===== src/rtl/clim_pkg.sv =====
package clim_pkg;

  // width of a down-counter that must hold the value n
  function automatic int cnt_width(input int n);
    return (n < 2) ? 1 : $clog2(n + 1);
  endfunction

  typedef struct packed {
    logic latched;
    logic pulse;
  } short_state_t;

endpackage


===== src/rtl/clim_blank_timer.sv =====
module clim_blank_timer #(
  parameter int BLANK_CYC = 16
) (
  input  logic clk,
  input  logic rst_n,
  input  logic arm,
  output logic busy
);
  localparam int W = clim_pkg::cnt_width(BLANK_CYC);

  logic [W-1:0] cnt_q, cnt_d;
  logic         cnt_en;

  always_comb begin
    cnt_en = arm || (cnt_q != '0);
    cnt_d  = cnt_q;
    if (arm)               cnt_d = W'(BLANK_CYC);
    else if (cnt_q != '0)  cnt_d = cnt_q - 1'b1;
  end

  always_ff @(posedge clk or negedge rst_n) begin
    if (!rst_n)      cnt_q <= '0;
    else if (cnt_en) cnt_q <= cnt_d;
  end

  assign busy = (cnt_q != '0);

  // once armed the window stays open until the count is spent
  a_r3_window_open: assert property (@(posedge clk) disable iff (!rst_n)
    arm |=> busy);

endmodule


===== src/rtl/clim_off_timer.sv =====
module clim_off_timer #(
  parameter int OFF_CYC = 20
) (
  input  logic clk,
  input  logic rst_n,
  input  logic start,
  output logic active,
  output logic done
);
  localparam int W = clim_pkg::cnt_width(OFF_CYC);

  logic [W-1:0] cnt_q, cnt_d;
  logic         cnt_en;

  always_comb begin
    cnt_en = start || (cnt_q != '0);
    cnt_d  = cnt_q;
    if (start && (cnt_q == '0)) cnt_d = W'(OFF_CYC);
    else if (cnt_q != '0)       cnt_d = cnt_q - 1'b1;
  end

  always_ff @(posedge clk or negedge rst_n) begin
    if (!rst_n)      cnt_q <= '0;
    else if (cnt_en) cnt_q <= cnt_d;
  end

  assign active = (cnt_q != '0);
  assign done   = (cnt_q == W'(1));

  // an off period is never cut short before its last cycle
  a_r4_no_early_end: assert property (@(posedge clk) disable iff (!rst_n)
    (active && !done) |=> active);

  // a start never lands on a running period
  a_r4_no_restart: assert property (@(posedge clk) disable iff (!rst_n)
    active |-> !start);

endmodule


===== src/rtl/clim_short_latch.sv =====
module clim_short_latch (
  input  logic                  clk,
  input  logic                  rst_n,
  input  logic                  drive_on,
  input  logic                  short_hit,
  output clim_pkg::short_state_t st
);
  clim_pkg::short_state_t st_q, st_d;
  logic                   set_now;

  always_comb begin
    set_now    = drive_on && short_hit && !st_q.latched;
    st_d.pulse = set_now;
    if (!drive_on)    st_d.latched = 1'b0;
    else if (set_now) st_d.latched = 1'b1;
    else              st_d.latched = st_q.latched;
  end

  always_ff @(posedge clk or negedge rst_n) begin
    if (!rst_n) st_q <= '0;
    else        st_q <= st_d;
  end

  assign st = st_q;

  // the fault pulse lasts a single cycle
  a_r7_pulse_single: assert property (@(posedge clk) disable iff (!rst_n)
    st_q.pulse |=> !st_q.pulse);

  // a held latch with drive kept on stays set
  a_r8_latch_hold: assert property (@(posedge clk) disable iff (!rst_n)
    (st_q.latched && drive_on) |=> st_q.latched);

endmodule


===== src/rtl/clim_regulator.sv =====
module clim_regulator #(
  parameter int OFF_CYC   = 20,
  parameter int BLANK_CYC = 16
) (
  input  logic clk,
  input  logic rst_n,
  input  logic drive_on,
  input  logic edge_pulse,
  input  logic ovr_limit,
  input  logic ovr_short,
  input  logic hot_fold,
  output logic force_off,
  output logic limit_low_sel,
  output logic short_fault
);
  logic                   blank_busy, blanking, rearm;
  logic                   off_active, off_done, trip;
  logic                   low_sel_q;
  clim_pkg::short_state_t sc_st;

  // a transition and the end of an off period both re-arm blanking
  assign rearm    = edge_pulse || off_done;
  assign blanking = blank_busy || edge_pulse;

  assign trip = drive_on && ovr_limit && !ovr_short && !blanking
                && !off_active && !sc_st.latched;

  clim_blank_timer #(.BLANK_CYC(BLANK_CYC)) u_blank (
    .clk   (clk),
    .rst_n (rst_n),
    .arm   (rearm),
    .busy  (blank_busy)
  );

  clim_off_timer #(.OFF_CYC(OFF_CYC)) u_off (
    .clk    (clk),
    .rst_n  (rst_n),
    .start  (trip),
    .active (off_active),
    .done   (off_done)
  );

  clim_short_latch u_short (
    .clk       (clk),
    .rst_n     (rst_n),
    .drive_on  (drive_on),
    .short_hit (ovr_short),
    .st        (sc_st)
  );

  always_ff @(posedge clk or negedge rst_n) begin
    if (!rst_n) low_sel_q <= 1'b0;
    else        low_sel_q <= hot_fold;
  end

  assign force_off     = sc_st.latched || off_active;
  assign short_fault   = sc_st.pulse;
  assign limit_low_sel = low_sel_q;

  // a qualified limit trip forces the bridge off on the next edge
  a_r2_trip_forces_off: assert property (@(posedge clk) disable iff (!rst_n)
    (drive_on && ovr_limit && !ovr_short && !blanking && !force_off) |=> force_off);

  // inside blanking, the limit flag alone cannot turn the bridge off
  a_r3_blank_ignores: assert property (@(posedge clk) disable iff (!rst_n)
    (blanking && !ovr_short && !force_off) |=> !force_off);

  // without drive, a limit flag alone changes nothing
  a_r6_idle_ignores: assert property (@(posedge clk) disable iff (!rst_n)
    (!drive_on && !force_off) |=> !force_off);

  // a short with drive on turns the bridge off on the next edge
  a_r7_short_off: assert property (@(posedge clk) disable iff (!rst_n)
    (drive_on && ovr_short) |=> force_off);

  // a fault pulse never comes with a freshly started off period
  a_r9_short_wins: assert property (@(posedge clk) disable iff (!rst_n)
    short_fault |-> !off_active || $past(off_active));

  // threshold select follows the temperature flag one edge later
  a_r10_fold_follow: assert property (@(posedge clk) disable iff (!rst_n)
    1'b1 |=> (limit_low_sel == $past(hot_fold)));

endmodule


===== config.mk =====
export PLATFORM = sky130hd
export DESIGN_NAME = clim_regulator
export DESIGN_NICKNAME = d
export VERILOG_FILES = /design/src/rtl/clim_pkg.sv /design/src/rtl/clim_blank_timer.sv /design/src/rtl/clim_off_timer.sv /design/src/rtl/clim_short_latch.sv /design/src/rtl/clim_regulator.sv
export SDC_FILE = /design/constraint.sdc
export NUM_CORES = 1
export LEC_CHECK = 0
export BUFFER_PORTS_ARGS = -buffer_cell sky130_fd_sc_hd__buf_2
export CAP_MARGIN = 15
export CORE_MARGIN = 4
export CORE_UTILIZATION = 30
export CTS_CLUSTER_DIAMETER = 40
export DETAILED_ROUTE_END_ITERATION = 7
export GPL_ROUTABILITY_DRIVEN = 0
export GPL_TIMING_DRIVEN = 0
export SLEW_MARGIN = 15
export SYNTH_ARGS = -nofsm -noshare
export SYNTH_HDL_FRONTEND = slang
export SYNTH_SLANG_ARGS = --single-unit

===== constraint.sdc =====
create_clock -name clk -period 2.63 [get_ports clk]
set_clock_uncertainty 0.15 [all_clocks]
set_input_delay 0.263 -clock clk [delete_from_list [all_inputs] [get_ports clk]]
set_output_delay 0.263 -clock clk [all_outputs]
set_load 0.02 [all_outputs]

After elaboration in Yosys (flattened, before gate mapping)
Cells that the tools add are included.
{"block": "classes", "reduce_logical": 24, "n_eq_ne": 2, "add_sub_neg": 2, "muxes": 6}
{"op": "$mux 5", "count": 4}
{"op": "$reduce_bool 5->1", "count": 2}
{"op": "$sub 5x1->5 const B", "count": 2}
{"op": "$logic_and 1x1->1", "count": 8}
{"op": "$eq 5x1->1 const B", "count": 1}
{"op": "$logic_not 5->1", "count": 1}
{"op": "$logic_or 1x1->1", "count": 5}
{"op": "$logic_not 1->1", "count": 4}
{"op": "$reduce_and 2->1", "count": 2}
{"op": "$reduce_bool 2->1", "count": 2}
{"op": "$mux 1", "count": 2}
{"op": "$ne 2x1->1 const B", "count": 1}
{"block": "word_totals", "input_bits": 7, "register_bits": 13, "word_cells": 39, "output_inout_bits": 3}

Longest topological paths before layout
{"block": "logic_depth", "word_depth": 9, "depth_mapped": 5, "depth_no_buf": 5}

Modules after synthesis
From an unflattened synthesis, not the netlist that was laid out.
{"block": "hier_totals", "hier_cells": 62, "hier_area_um2": 669.4}
{"mod": "clim_off_timer", "cells_per_inst": 27, "n_inst": 1, "area_each_um2": 284.0, "seq_area_each_um2": 125.1}
{"mod": "clim_blank_timer", "cells_per_inst": 25, "n_inst": 1, "area_each_um2": 261.5, "seq_area_each_um2": 125.1}
{"mod": "clim_short_latch", "cells_per_inst": 4, "n_inst": 1, "area_each_um2": 66.3, "seq_area_each_um2": 50.0}
{"mod": "clim_regulator", "cells_per_inst": 6, "n_inst": 1, "area_each_um2": 57.6, "seq_area_each_um2": 25.0}

Worst setup path before layout
OpenSTA, ideal clock, no wires.
{"block": "synth_timing", "path_kind": "register to register", "startpoint": "reg u_blank.cnt_q[0]", "endpoint": "reg u_off.cnt_q[0]", "required_time_ns": 2.360, "path_stages_with_launch": 6, "n_path_buf": 0, "t_arrival_ns": 1.836, "setup_time_ns": 0.120, "path_slack_ns": 0.524, "synth_period_minus_slack_ns": 2.106, "path_cell_list": "dfrtp_1 -> inv_1 -> ha_1 -> or4b_4 -> or4_4 -> a31o_1"}
{"block": "synth_via", "elab_chain_len": 9, "word_cells_on_any_way": 11, "classes_between": "mux (1); reduce/logical (10)"}
{"item": "from (decl)", "line": "clim_blank_timer.sv:11", "text": "logic [W-1:0] cnt_q, cnt_d;"}
{"item": "from (signal assigned)", "line": "clim_blank_timer.sv:23", "text": "else if (cnt_en) cnt_q <= cnt_d;"}
{"item": "$reduce_bool 5->1 (*)", "line": "clim_blank_timer.sv:26", "text": "assign busy = (cnt_q != '0);"}
{"item": "$logic_or 1x1->1 (*)", "line": "clim_regulator.sv:23", "text": "assign blanking = blank_busy || edge_pulse;"}
{"item": "$logic_not 1->1 (*)", "line": "clim_regulator.sv:25", "text": "assign trip = drive_on && ovr_limit && !ovr_short && !blanking"}
{"item": "$logic_and 1x1->1 (*)", "line": "clim_regulator.sv:25"}
{"item": "$logic_and 1x1->1 (*) (2 in a row)", "line": "clim_regulator.sv:26", "text": "&& !off_active && !sc_st.latched;"}
{"item": "$logic_and 1x1->1", "line": "clim_off_timer.sv:18", "text": "if (start && (cnt_q == '0)) cnt_d = W'(OFF_CYC);"}
{"item": "$reduce_bool 2->1 (no source line)"}
{"item": "$reduce_and 2->1 (no source line)"}
{"item": "to (signal assigned)", "line": "clim_off_timer.sv:24", "text": "else if (cnt_en) cnt_q <= cnt_d;"}
{"item": "to (decl)", "line": "clim_off_timer.sv:12", "text": "logic [W-1:0] cnt_q, cnt_d;"}
Every way passes the cells marked *; elsewhere a longest branch is shown, timed or not.
A chain may end at the register's enable or synchronous reset.

Worst setup path in the final report
{"block": "layout_timing", "startpoint": "reg u_off.cnt_q[0]", "endpoint": "out force_off"}
{"block": "layout_via", "elab_chain_len": 2}
{"item": "$reduce_bool 5->1", "line": "clim_off_timer.sv:27", "text": "assign active = (cnt_q != '0);"}
{"item": "$logic_or 1x1->1", "line": "clim_regulator.sv:56", "text": "assign force_off = sc_st.latched || off_active;"}
{"item": "to (decl)", "line": "clim_regulator.sv:12", "text": "output logic force_off,"}
Every way passes these cells.

==> metrics list <==
* Run status: finished clean
* Die Span X: 54.0 microns
* Number of enable-type register cells in the synthesized netlist: 0
* Number of distinct library cells after synthesis: 21
* Number of hold violations in the final report: 0
- Along the worst path, the maximum fanout reaches 5.
- Dpl hpwl: approximately 860 microns
- Port buffering added 9 buffers.
- The first detailed-routing pass ran for 3 iterations.
* Critical path start-end classification: register to output pin
* Fillers: roughly 200
- The count of final max-slew check failures was 0.
* Reported max-cap violation count: 0
- Layout cell share with drive strength beyond 1: 24.3%
- From bottom edge to top edge, the die measures 54.0 microns.
- WL final: 1220 microns
- Of all flip-flops after synthesis, the portion carrying an async set or reset was 100%.
* Most used flip-flop cell after synthesis: sky130_fd_sc_hd__dfrtp_1
- The number of gates resized after CTS was 0.
- The analysis attributes to cell leakage a power of 0.337 nW.
- Unrepaired setup endpoints after global routing: no
- Slew HR: 49.7%
- Number of global-route vias before repair: 501
- Initial antenna violation count: 0
- STA classifies the critical path startpoint as a register.
- After detailed routing, the average wire length per cell comes to 12.1 microns.
* Clock transition at the register clock pins on the worst setup and hold paths after CTS: around 80 ps
- Synthesized area per cell: 10.8 sq um
* Area of the core: around 2000 sq um
- Arrival time of data at the critical path endpoint: 1910 ps
- Endpoint class of the critical path: output pin
* Final Net Count: between 80 and 90
- The routed layout has 481 vias.
* Pwr dens: 1040 nW/um^2
- Clock tree synthesis inserted a total of 3 buffers.
* Count of mapped cells out of synthesis: 59
- The repair_antennas step left the layout with diodes totalling 0.
* Overall power after layout: a little under 0.8 mW
* Synthesis Warnings: 0
- Std cell rows: 16
- Once detail routing completed, the nets flagged for antenna violations numbered 0.
* Footprint of the flip-flops and latches: 325 sq um
* Clock Root Buffer: sky130_fd_sc_hd__clkbuf_4
* Global-route wire length before repair: 2180 microns
* Layout Area Growth over Synthesis: 19.7%
* Required @ worst endpoint: 2220 ps
- The clock passes through at most 2 buffers.
- After global routing the overflow that remains totals 0.
* Number of ports placed on the die boundary: 10
- Number of DRC violations after detailed routing: 0
- For the pin with the worst max-slew slack, the measured transition is 743 ps.
- Number of DRC violations after detailed-routing iteration 0: 4
- Worst min-delay path category: input port to register
- The die covers 2910 sq um.
- Adding up every negative setup slack in the final design gives 0 ps.
- Multi-input combinational cell area: 290 sq um
- Clock tree from TritonCTS: done
* Average vias per placed instance: around 4.8
- When the netlist entered floorplanning its net count stood at ~70.
- Num Clock Sinks: 13
- Sequential cells were found to cover 51.3% of the synthesized design area.
- For the finished layout, the period the worst path requires is roughly 2300 ps.
- Setup violations remaining at the end of the flow were counted as 0.
- Clock latency on the worst-skew pair: approximately 270 ps
- Entering global routing, the biggest net connects 14 pins.
- Gr usage total: a little over a tenth
* Core Util, Final: 38.3%
* Post-Place Setup Slack: 376 ps
- Max H-tree Level: 1
- For this run, the top clock speed supported by timing is 431 MHz.
- Synthesized area: 634 sq um
- The final critical path takes up 88.2% of the cycle.
- Largest vdd supply drop: ~470 uV
- Starting density of the core: 32.0%
- In this run, synthesis produced a sequential element count of 13.
- Final worst slack: 310 ps
stage by stage:
step | area (sq um) | hold slack [ps] | std cells
after floorplan | 634 | -183 | 59
after global placement | 713 | 17.3 | 95
after detailed placement | 713 | 20.6 | 95
after CTS | 759 | 64.3 | 101
after global routing | 759 | 75.3 | 101
final | 759 | 74.0 | 101
layout make-up:
class | instances | share of cell area (%)
Inverter | 5 | 2.47
Timing Repair Buffer | 11 | 8.57
Tap cell | 27 | 4.45
Sequential cell | 13 | 42.8
Multi-Input combinational cell | 41 | 38.2
Clock buffer | 4 | 3.46
critical path: stages (launching register included):
cell and delay (ps):
sky130_fd_sc_hd__dfrtp_1 430, sky130_fd_sc_hd__inv_1 70, sky130_fd_sc_hd__ha_1 220, sky130_fd_sc_hd__nor4b_1 640, sky130_fd_sc_hd__nand2b_1 100, sky130_fd_sc_hd__buf_2 180
flip-flops by register name, indices dropped and copies added, names as in the netlist:
register / count
u_short.st: 2
u_off.cnt_q: 5
u_blank.cnt_q: 5
limit_low_sel: 1
final timing paths:
kind                                               from                            to  slack, ps  depth (start not counted)
max                          u_off.cnt_q[0]$_DFFE_PN0P_                     force_off        310                          5
min                                            drive_on       u_short.st[0]$_DFF_PN0_         70                          3
max reg2reg                u_blank.cnt_q[0]$_DFFE_PN0P_    u_off.cnt_q[1]$_DFFE_PN0P_        370                          5
min reg2reg                   u_short.st[1]$_DFFE_PN0P_       u_short.st[0]$_DFF_PN0_        340                          1
max in group asynchronous                         rst_n    u_off.cnt_q[4]$_DFFE_PN0P_       1850                          2
min in group asynchronous                         rst_n  u_blank.cnt_q[4]$_DFFE_PN0P_        250                          2
synthesized netlist by cell type (all sizes together) (2+ instances only):
master,count,area (sq um)
ha,3,37.5
a31o,3,26.3
nor4b,2,17.5
mux2,2,22.5
nor2,8,30.0
nand3b,2,15.0
inv,5,18.8
nor3,4,20.0
dfrtp,13,325
o31ai,3,22.5
nand2b,2,12.5
nand2,3,11.3
a21oi,2,10.0
timing repair:
action / 4_1_cts / 5_1_grt
hold endpoints to repair: 14 / 0
setup buffers: 0 / 0
hold buffers: 2 / 0
logic make-up (layout without fill, tap and decap cells):
kind of cell | after synthesis | in the layout | synth area share [%]
and+or+nand+nor | 24 | 24 | 22.1
muxes | 2 | 2 | 3.55
buffers and inverters | 5 | 20 | 2.96
adders and majority gates | 3 | 3 | 5.92
xor gates and xnor gates | 1 | 1 | 1.38
DFF | 13 | 13 | 51.3
AOI/OAI and AO/OA | 11 | 11 | 12.8
where the power goes:
group / internal, mW / switching [mW]
Combinational: 0.169 / 0.150
Sequential: 0.270 / 0.0777
Clock: 0.0586 / 0.0631
layout by cell type (no fill, tap or decap), types with 2 or more instances in the layout:
master and instances:
sky130_fd_sc_hd__inv_1 5, sky130_fd_sc_hd__ha_1 3, sky130_fd_sc_hd__nand2_1 3, sky130_fd_sc_hd__a31o_1 2, sky130_fd_sc_hd__mux2_2 2, sky130_fd_sc_hd__nor4b_1 2
sky130_fd_sc_hd__nand2b_1 2, sky130_fd_sc_hd__clkbuf_4 3, sky130_fd_sc_hd__nor3_1 4, sky130_fd_sc_hd__dlygate4sd3_1 2, sky130_fd_sc_hd__dfrtp_1 13, sky130_fd_sc_hd__nand3b_1 2
sky130_fd_sc_hd__nor2_1 8, sky130_fd_sc_hd__a21oi_1 2, sky130_fd_sc_hd__o31ai_1 3, sky130_fd_sc_hd__buf_2 9
metal layers:
layer  global-route usage, %  vias up  wire (microns)
met2                    15.1        8             536
met5                       0        -               0
met3                    1.94        2              43
met1                    14.3      228             630
li1                        -      243               -
met4                    6.22        0              12
Note: power is estimated with default switching activity, not from simulation.
